### src/rtl/fwh_pkg.sv
package fwh_pkg;

  localparam int NIB_W = 4;

  typedef enum logic [1:0] {
    PH_IDLE,
    PH_ADDR,
    PH_SIZE
  } fwh_phase_e;

  typedef enum logic [1:0] {
    KIND_READ,
    KIND_WRITE,
    KIND_FOREIGN
  } fwh_kind_e;

  // Sort a start nibble into read, write or foreign.
  function automatic fwh_kind_e classify_start(
    input logic [NIB_W-1:0] code,
    input logic [NIB_W-1:0] rd_code,
    input logic [NIB_W-1:0] wr_code
  );
    if (code == rd_code)      return KIND_READ;
    else if (code == wr_code) return KIND_WRITE;
    else                      return KIND_FOREIGN;
  endfunction

  // Only a size nibble of zero (one byte) is served.
  function automatic logic size_is_single(input logic [NIB_W-1:0] sz);
    return (sz == '0);
  endfunction

endpackage

### src/rtl/fwh_start_capture.sv
module fwh_start_capture
  import fwh_pkg::*;
(
  input  logic             clk,
  input  logic             abort,
  input  logic             frame_n,
  input  logic [NIB_W-1:0] nib,
  output logic             armed,
  output logic [NIB_W-1:0] code
);

  // armed: the previous clock had the strobe low, so code holds the
  // newest start candidate. A run of low clocks keeps overwriting it.
  always_ff @(posedge clk) begin
    if (abort) begin
      armed <= 1'b0;
      code  <= '0;
    end else begin
      armed <= ~frame_n;
      if (!frame_n) code <= nib;
    end
  end

endmodule

### src/rtl/fwh_addr_shift.sv
module fwh_addr_shift
  import fwh_pkg::*;
#(
  parameter int NIBS = 7
) (
  input  logic                  clk,
  input  logic                  rst_n,
  input  logic                  abort,
  input  logic                  clr,
  input  logic                  shift_en,
  input  logic [NIB_W-1:0]      nib,
  output logic [NIB_W*NIBS-1:0] addr,
  output logic                  last
);

  localparam int ADDR_W = NIB_W * NIBS;
  localparam int CNT_W  = (NIBS > 1) ? $clog2(NIBS) : 1;
  localparam logic [CNT_W-1:0] CNT_LAST = CNT_W'(NIBS - 1);

  logic [CNT_W-1:0] cnt;

  assign last = shift_en && (cnt == CNT_LAST);

  always_ff @(posedge clk) begin
    if (abort || clr) begin
      addr <= '0;
      cnt  <= '0;
    end else if (shift_en) begin
      addr <= {addr[ADDR_W-NIB_W-1:0], nib};
      cnt  <= last ? '0 : cnt + 1'b1;
    end
  end

  // the nibble counter never runs past the last address nibble
  assert_cnt_range_R6: assert property (@(posedge clk) disable iff (!rst_n)
    cnt <= CNT_LAST);

endmodule

### src/rtl/fwh_preamble_fsm.sv
module fwh_preamble_fsm
  import fwh_pkg::*;
#(
  parameter logic [NIB_W-1:0] RD_CODE = 4'b1101,
  parameter logic [NIB_W-1:0] WR_CODE = 4'b1110
) (
  input  logic             clk,
  input  logic             rst_n,
  input  logic             abort,
  input  logic             frame_n,
  input  logic [NIB_W-1:0] nib,
  input  logic [NIB_W-1:0] local_id,
  input  logic             armed,
  input  logic [NIB_W-1:0] code,
  input  logic             addr_last,
  output logic             addr_clr,
  output logic             addr_shift,
  output logic             req_valid,
  output logic             req_write,
  output logic [NIB_W-1:0] req_size,
  output logic             req_size_ok,
  output logic             foreign_cycle
);

  fwh_phase_e state, state_nx;
  fwh_kind_e  kind;

  // Named events for the properties and the datapath.
  logic start_done;  // start field closed; this clock carries the device select
  logic owned;       // closed start code is a read or a write
  logic id_hit;      // device select matches the local strap
  logic take_cycle;  // owned and selected: address phase follows
  logic size_clk;    // this clock carries the size nibble

  assign kind       = classify_start(code, RD_CODE, WR_CODE);
  assign start_done = armed && frame_n;
  assign owned      = (kind != KIND_FOREIGN);
  assign id_hit     = (nib == local_id);
  assign take_cycle = start_done && owned && id_hit;
  assign size_clk   = frame_n && (state == PH_SIZE);
  assign addr_clr   = take_cycle;
  assign addr_shift = frame_n && (state == PH_ADDR);

  always_comb begin
    state_nx = state;
    if (!frame_n) begin
      state_nx = PH_IDLE;
    end else if (take_cycle) begin
      state_nx = PH_ADDR;
    end else begin
      case (state)
        PH_ADDR: if (addr_last) state_nx = PH_SIZE;
        PH_SIZE: state_nx = PH_IDLE;
        default: state_nx = PH_IDLE;
      endcase
    end
  end

  always_ff @(posedge clk) begin
    if (abort) begin
      state         <= PH_IDLE;
      req_valid     <= 1'b0;
      req_write     <= 1'b0;
      req_size      <= '0;
      req_size_ok   <= 1'b0;
      foreign_cycle <= 1'b0;
    end else begin
      state         <= state_nx;
      req_valid     <= size_clk;
      foreign_cycle <= start_done && !owned;
      if (take_cycle) req_write <= (kind == KIND_WRITE);
      if (size_clk) begin
        req_size    <= nib;
        req_size_ok <= size_is_single(nib);
      end
    end
  end

  // a request lasts one clock
  assert_valid_pulse_R8: assert property (@(posedge clk) disable iff (!rst_n)
    req_valid |=> !req_valid);

  // a request only follows a size clock
  assert_valid_from_size_R7: assert property (@(posedge clk) disable iff (!rst_n)
    req_valid |-> $past(state) == PH_SIZE);

  // foreign indication and request never coincide
  assert_foreign_excl_R4: assert property (@(posedge clk) disable iff (!rst_n)
    !(foreign_cycle && req_valid));

  // foreign only after a start code that is neither read nor write
  assert_foreign_code_R4: assert property (@(posedge clk) disable iff (!rst_n)
    foreign_cycle |-> ($past(code) != RD_CODE && $past(code) != WR_CODE));

  // a device-select mismatch returns to idle
  assert_mismatch_idle_R5: assert property (@(posedge clk) disable iff (!rst_n || abort)
    (start_done && owned && !id_hit) |=> state == PH_IDLE);

  // abort leaves the decoder idle and silent
  assert_abort_idle_R10: assert property (@(posedge clk) disable iff (!rst_n)
    abort |=> (state == PH_IDLE && !req_valid && !foreign_cycle));

endmodule

### src/rtl/fwh_preamble_decoder.sv
module fwh_preamble_decoder
  import fwh_pkg::*;
#(
  parameter int               ADDR_NIBS = 7,
  parameter logic [NIB_W-1:0] RD_CODE   = 4'b1101,
  parameter logic [NIB_W-1:0] WR_CODE   = 4'b1110
) (
  input  logic                       clk,
  input  logic                       rst_n,
  input  logic                       init_n,
  input  logic                       frame_n,
  input  logic [NIB_W-1:0]           bus_nib,
  input  logic [NIB_W-1:0]           local_id,
  output logic                       req_valid,
  output logic                       req_write,
  output logic [NIB_W*ADDR_NIBS-1:0] req_addr,
  output logic [NIB_W-1:0]           req_size,
  output logic                       req_size_ok,
  output logic                       foreign_cycle
);

  logic             abort;
  logic             armed;
  logic [NIB_W-1:0] code;
  logic             addr_clr;
  logic             addr_shift;
  logic             addr_last;

  assign abort = !rst_n || !init_n;

  fwh_start_capture u_start (
    .clk     (clk),
    .abort   (abort),
    .frame_n (frame_n),
    .nib     (bus_nib),
    .armed   (armed),
    .code    (code)
  );

  fwh_preamble_fsm #(
    .RD_CODE (RD_CODE),
    .WR_CODE (WR_CODE)
  ) u_fsm (
    .clk           (clk),
    .rst_n         (rst_n),
    .abort         (abort),
    .frame_n       (frame_n),
    .nib           (bus_nib),
    .local_id      (local_id),
    .armed         (armed),
    .code          (code),
    .addr_last     (addr_last),
    .addr_clr      (addr_clr),
    .addr_shift    (addr_shift),
    .req_valid     (req_valid),
    .req_write     (req_write),
    .req_size      (req_size),
    .req_size_ok   (req_size_ok),
    .foreign_cycle (foreign_cycle)
  );

  fwh_addr_shift #(
    .NIBS (ADDR_NIBS)
  ) u_addr (
    .clk      (clk),
    .rst_n    (rst_n),
    .abort    (abort),
    .clr      (addr_clr),
    .shift_en (addr_shift),
    .nib      (bus_nib),
    .addr     (req_addr),
    .last     (addr_last)
  );

  // a low strobe always restarts, so no pulse on the next clock
  assert_frame_restart_R9: assert property (@(posedge clk) disable iff (!rst_n)
    !frame_n |=> (!req_valid && !foreign_cycle));

  // reset clears the request outputs
  assert_reset_clear_R1: assert property (@(posedge clk)
    !rst_n |=> (!req_valid && !foreign_cycle && req_addr == '0 && !req_write));

endmodule

### config.mk
export PLATFORM = sky130hd
export DESIGN_NAME = fwh_preamble_decoder
export DESIGN_NICKNAME = d
export VERILOG_FILES = /design/src/rtl/fwh_pkg.sv /design/src/rtl/fwh_start_capture.sv /design/src/rtl/fwh_addr_shift.sv /design/src/rtl/fwh_preamble_fsm.sv /design/src/rtl/fwh_preamble_decoder.sv
export SDC_FILE = /design/constraint.sdc
export NUM_CORES = 1
export LEC_CHECK = 0
export ABC_AREA = 1
export BUFFER_PORTS_ARGS = -buffer_cell sky130_fd_sc_hd__buf_2
export CORE_MARGIN = 2
export CORE_UTILIZATION = 52
export DETAILED_ROUTE_END_ITERATION = 16
export GPL_TIMING_DRIVEN = 0
export PLACE_DENSITY_LB_ADDON = 0.08
export SETUP_SLACK_MARGIN = 0.4
export SYNTH_ARGS = -nofsm -noshare
export SYNTH_HDL_FRONTEND = slang
export SYNTH_HIERARCHICAL = 1
export SYNTH_SLANG_ARGS = --single-unit
export TNS_END_PERCENT = 30
### constraint.sdc
create_clock -name clk -period 1.6 [get_ports clk]
set_input_delay 0.32 -clock clk [delete_from_list [all_inputs] [get_ports clk]]
set_output_delay 0.32 -clock clk [all_outputs]
set_load 0.02 [all_outputs]
Yosys cells after proc, flatten, opt, wreduce, memory -nomap -nowiden --
Cells that the tools add are included.
Storage, ports and cells: word-level logic and storage cells 44, output and inout port bits 36, bits in registers 46
Cells by class: equality and inequality tests 9, bitwise gates (word level) 2, multiplexer cells 6, reductions and logical operators 15, $add $sub $neg 1
Operators by type and width (number):
- $eq A4 B4 Y1 const B | 2
- $logic_and A1 B1 Y1 | 7
- $eq A2 B1 Y1 const B | 2
- $eq A4 B4 Y1 | 1
- $logic_not A4 Y1 | 1
- $mux W2 | 2
- $reduce_or A4 Y1 | 1
- $add A3 B1 Y3 const B | 1
- $eq A3 B3 Y1 const B | 1
- $logic_not A1 Y1 | 3
- $mux W1 | 3
- $mux W3 | 1
- $ne A3 B1 Y1 const B | 1
- $eq A2 B2 Y1 const B | 1
- $logic_or A1 B1 Y1 | 2
- $ne A2 B2 Y1 const B | 1
- $not A1 Y1 | 2
- $reduce_or A2 Y1 | 1

Logic depth before layout (Yosys ltp) --
word-level depth 7, gate-level depth with buffers 11, mapped depth without buffers 9

Modules after synthesis --
Netlist, hierarchy kept.
Modules (own cells, without submodules):
- fwh_addr_shift | instances 1, cells an instance 149, area each 1256.2 µm²
- fwh_preamble_fsm | instances 1, cells an instance 85, area each 531.8 µm²
- fwh_start_capture | instances 1, cells an instance 28, area each 203.9 µm²
- fwh_preamble_decoder | instances 1, cells an instance 1, area each 3.8 µm²

Worst setup path after synthesis --
OpenSTA, ideal clock, no wires.
path type register -> register, start point register u_start.code[0], end point register u_addr.addr[10], setup time 0.114 ns, cell stages (with the launch flop) 11, arrival 1.270 ns, required time 1.486 ns, path slack 0.216 ns, path through dfxtp_1 inv_1 nand2_1 nand2_1 nand2_1 nor4_1 nor2_2 buf_6 buf_12 o21ai_2 nor2_2
Between the ends: longest elaborated chain between the ends 7, elaborated cells between the ends (all ways) 8, classes of those cells eq/ne: 3; mux: 2; reduce/logical: 3
RTL lines:
- start, declared | line fwh_start_capture.sv:9 | output logic [NIB_W-1:0] code
- start signal, assigned | line fwh_start_capture.sv:20 | if (!frame_n) code <= nib;
- $eq A4 B4 Y1 | line fwh_pkg.sv:24 | else if (code == wr_code) return KIND_WRITE;
- $mux W2 | line fwh_pkg.sv:24
- $mux W2 * | line fwh_pkg.sv:23 | if (code == rd_code) return KIND_READ;
- $ne A2 B2 Y1 * | line fwh_preamble_fsm.sv:37 | assign owned = (kind != KIND_FOREIGN);
- $logic_and A1 B1 Y1 * (2 in a row) | line fwh_preamble_fsm.sv:39 | assign take_cycle = start_done && owned && id_hit;
- via addr_clr | line fwh_preamble_decoder.sv:25 | logic addr_clr;
- $logic_or A1 B1 Y1 * | line fwh_addr_shift.sv:25 | if (abort || clr) begin
- end signal, assigned | line fwh_addr_shift.sv:29 | addr <= {addr[ADDR_W-NIB_W-1:0], nib};
- end, declared | line fwh_addr_shift.sv:12 | output logic [NIB_W*NIBS-1:0] addr,
Mark *: on every way through the listed nets, which the timed path passes. The rest lies on a longest branch. A chain may end at the register's enable or synchronous reset.

Worst setup path in the final report --
start point register u_start.armed, end point register u_addr.addr[11]
Between the ends: longest elaborated chain between the ends 4
RTL lines:
- start, declared | line fwh_start_capture.sv:8 | output logic armed,
- start signal, assigned | line fwh_start_capture.sv:19 | armed <= ~frame_n;
- $logic_and A1 B1 Y1 | line fwh_preamble_fsm.sv:36 | assign start_done = armed && frame_n;
- $logic_and A1 B1 Y1 (2 in a row) | line fwh_preamble_fsm.sv:39
- via addr_clr | line fwh_preamble_decoder.sv:25
- $logic_or A1 B1 Y1 | line fwh_addr_shift.sv:25
The timed path passes the listed nets, and every way through them passes these cells.

==> run summary <==
via count = 1784
H-tree Lvls = 2
largest cells by area after synthesis = dfxtp_1 46%, nor2_1 14%, nand2_1 6.6%
reg2reg start = u_start/armed
Worst Max-Slew Pin Slew = 0.295 ns
arrival time worst endpoint = 1.54 ns
cell count after synthesis = 263
die width = 66.0 um
gr usage total = 0.212
Ys Warns = 6
final hold viol count = 0
clock sink total = 46
worst path cell trace = nand2_2, inv_2, nand2_2, nor4_4, nor2_2, buf_6, buf_12, o21ai_2, nor2_2
vias in the first global route = 1635
Die H = 66.0 um
startpoint types = flip-flop
antenna violations before repair = 0
most frequent cells in the layout = 73 x nor2_1, 49 x buf_2, 43 x dfxtp_1
CP Max Fanout = 10
clock skew = 0.00530 ns
pre-CTS WS = -0.0153 ns
DRC Markers = 0
worst min path class = input port to flip-flop
post-synthesis sequential area ratio = 0.461
P per Cell Area = 810 nW/um^2
peak supply drop = 0.560 mV
buffer depth of the longest clock path = 2
CP endpoint kind = flip-flop
Port Buffer Count = 47
Crit-path slowest cell = dfxtp_2
cts bufs inserted = 5
final instance area = 2500 um^2
pin count of the biggest net entering global routing = 14
final global-route overflow total = 0
Synth top area share = 0.461
Syn Nets = 277
fin crit share = 0.843
Clk pin slew, worst setup/hold paths = 0.08 ns
FP Rows = 22
number of unique standard cell types used by synthesis = 24
Peak Freq = 741 MHz
Req. time, crit path = 1.79 ns
starting density of the core = 0.541
status = complete, no violations
Die ar. = 4350 um^2
Initial DRT Pass Iterations = 4
CP startpoint = u_start/armed
Setup-failing EPs final = 0
CP Capture Point = u_addr/addr[11]
final WL = 4220 um
CTS tree = yes
Slew Viols, Final = 0
proportion of layout cells with a drive suffix above 1 = 0.368
Slew HR = 0.803
dpl hpwl = 2930 um
crit-path max cell delay = 0.33 ns
Worst-Skew Late Latency = 0.30 ns
# diodes = 0
Max-Cap Viols = 0
cell taking the most area after synthesis = dfxtp_1
R2R setup slack = 0.25 ns
Core Area = 3690 um^2
Via density = 4.81
cell area after placement = 2320 um^2
most common cell after layout, fill and taps aside = nor2_1
Mapped Avg Cell Area = 7.59 um^2
fin nets = 336
WL per Instance = 11.4 um
# hold bufs at CTS = 0
first-pass GRT wire length = 7070 um
Area Overhead vs Synth = 25.5%
Lkg Pwr = 1.16 nW
worst r2r path cells = 9
CTS root buf = clkbuf_8
Crit Path Class = flip-flop to flip-flop
worst setup margin = 0.251 ns
r2r endpoint = u_addr/addr[11]
Core Util, Final = 0.679
remaining antenna violation count after routing = 0
number of I/O pins = 48
FF+latch count, synth = 46
drt initial violations = 106
RSZ-0062 raised after global routing = yes
synthesized area = 2000 um^2
gpl congestion = 0.848
fin crit period = 1.35 ns
[flip-flops by register name, summed over array words and instances (netlist names)]
signal and count:
u_fsm/state 2, u_fsm/foreign_cycle 1, u_start/code 4, u_fsm/req_valid 1, u_start/armed 1, u_fsm/req_write 1
u_addr/cnt 3, u_fsm/req_size_ok 1, u_fsm/req_size 4, u_addr/addr 28
[cell usage after synthesis]
cell and number:
nor2_1 75, dfxtp_1 46, nand2_1 35, inv_1 25, o21ai_0 22, nor2_2 12
o21ai_2 10, nand3_1 8, buf_6 7, nand2_2 4, a21oi_1 3, buf_2 2
ha_1 2, inv_2 2, a22oi_1 1, buf_12 1, buf_4 1, inv_6 1
nand3_2 1, nor2_4 1, nor3_1 1, nor4_1 1, xnor2_1 1, xor2_1 1
[routing by layer]
| metal | track usage | part of all wire | up-vias |
|---|---|---|---|
| li1 | - | - | 928 |
| met5 | 0 | 0 | - |
| met2 | 0.350 | 0.49 | 42 |
| met3 | 0.0528 | 0.044 | 7 |
| met1 | 0.258 | 0.45 | 807 |
| met4 | 0.102 | 0.019 | 0 |
[power breakdown]
group / switching [mW] / internal, mW / total, mW
logic: 0.0914 / 0.0636 / 0.155
registers: 0.00311 / 1.15 / 1.15
clock network: 0.373 / 0.349 / 0.721
total: 0.467 / 1.56 / 2.03
[what timing repair did]
item | in CTS | in global routing
resized for setup | 4 | 18
cloned | 1 | 0
setup endpoints to repair | 33 | 45
setup buffers | 1 | 3
pin swaps | 0 | 3
[worst min-delay path by stage]
stage | depth (start not counted) | from | to | slack (ns)
detailed placement | 2 | u_fsm/req_write | u_fsm/req_write | 0.47
CTS | 3 | frame_n | u_fsm/state[0] | 0.30
finish | 3 | frame_n | u_fsm/state[0] | 0.30
floorplan | 2 | bus_nib[1] | u_fsm/req_size[1] | 0.45
global route | 3 | frame_n | u_fsm/state[0] | 0.32
global placement | 2 | u_addr/addr[27] | u_addr/addr[27] | 0.46
[cells by family (layout without fill, tap and decap cells)]
group,after synthesis,in the layout,share of synthesized area
and+or+nand+nor,138,138,0.293
DFF,46,46,0.461
buffers and inverters,39,99,0.113
AOI/OAI and AO/OA,36,36,0.110
adders and majority gates,2,2,0.0125
xor gates and xnor gates,2,2,0.00878
[final cells by class]
| type | count | area, um^2 |
|---|---|---|
| well taps | 48 | 60.1 |
| plain buffers | 11 | 119 |
| repair buffers | 52 | 270 |
| clock inverters | 1 | 5.00 |
| multi-input cells | 178 | 930 |
| inverters | 28 | 110 |
| flip-flops and latches | 46 | 925 |
| fillers | 360 | 1180 |
| clock buffers | 7 | 86.3 |
[worst max-delay path: cells and delay by family, from the launching register on]
kind                   cells  cell delay [ns]
AOI/OAI and AO/OA          1             0.06
buffers and inverters      3             0.35
DFF                        1             0.33
and+or+nand+nor            5             0.50
[stage by stage]
| stage | instances | total power, mW | hold WS [ns] | TNS (ns) |
|---|---|---|---|---|
| 4_1_cts | 368 | 2.04 | 0.303 | 0 |
| 5_1_grt | 371 | 2.11 | 0.319 | 0 |
| 3_3_place_gp | 358 | 1.32 | 0.459 | 0 |
| 2_1_floorplan | 263 | 1.28 | 0.448 | 0 |
| 3_5_place_dp | 358 | 1.32 | 0.467 | -0.101 |
| 6_report | 371 | 2.03 | 0.304 | 0 |
Power figures use the tool's default switching activity.
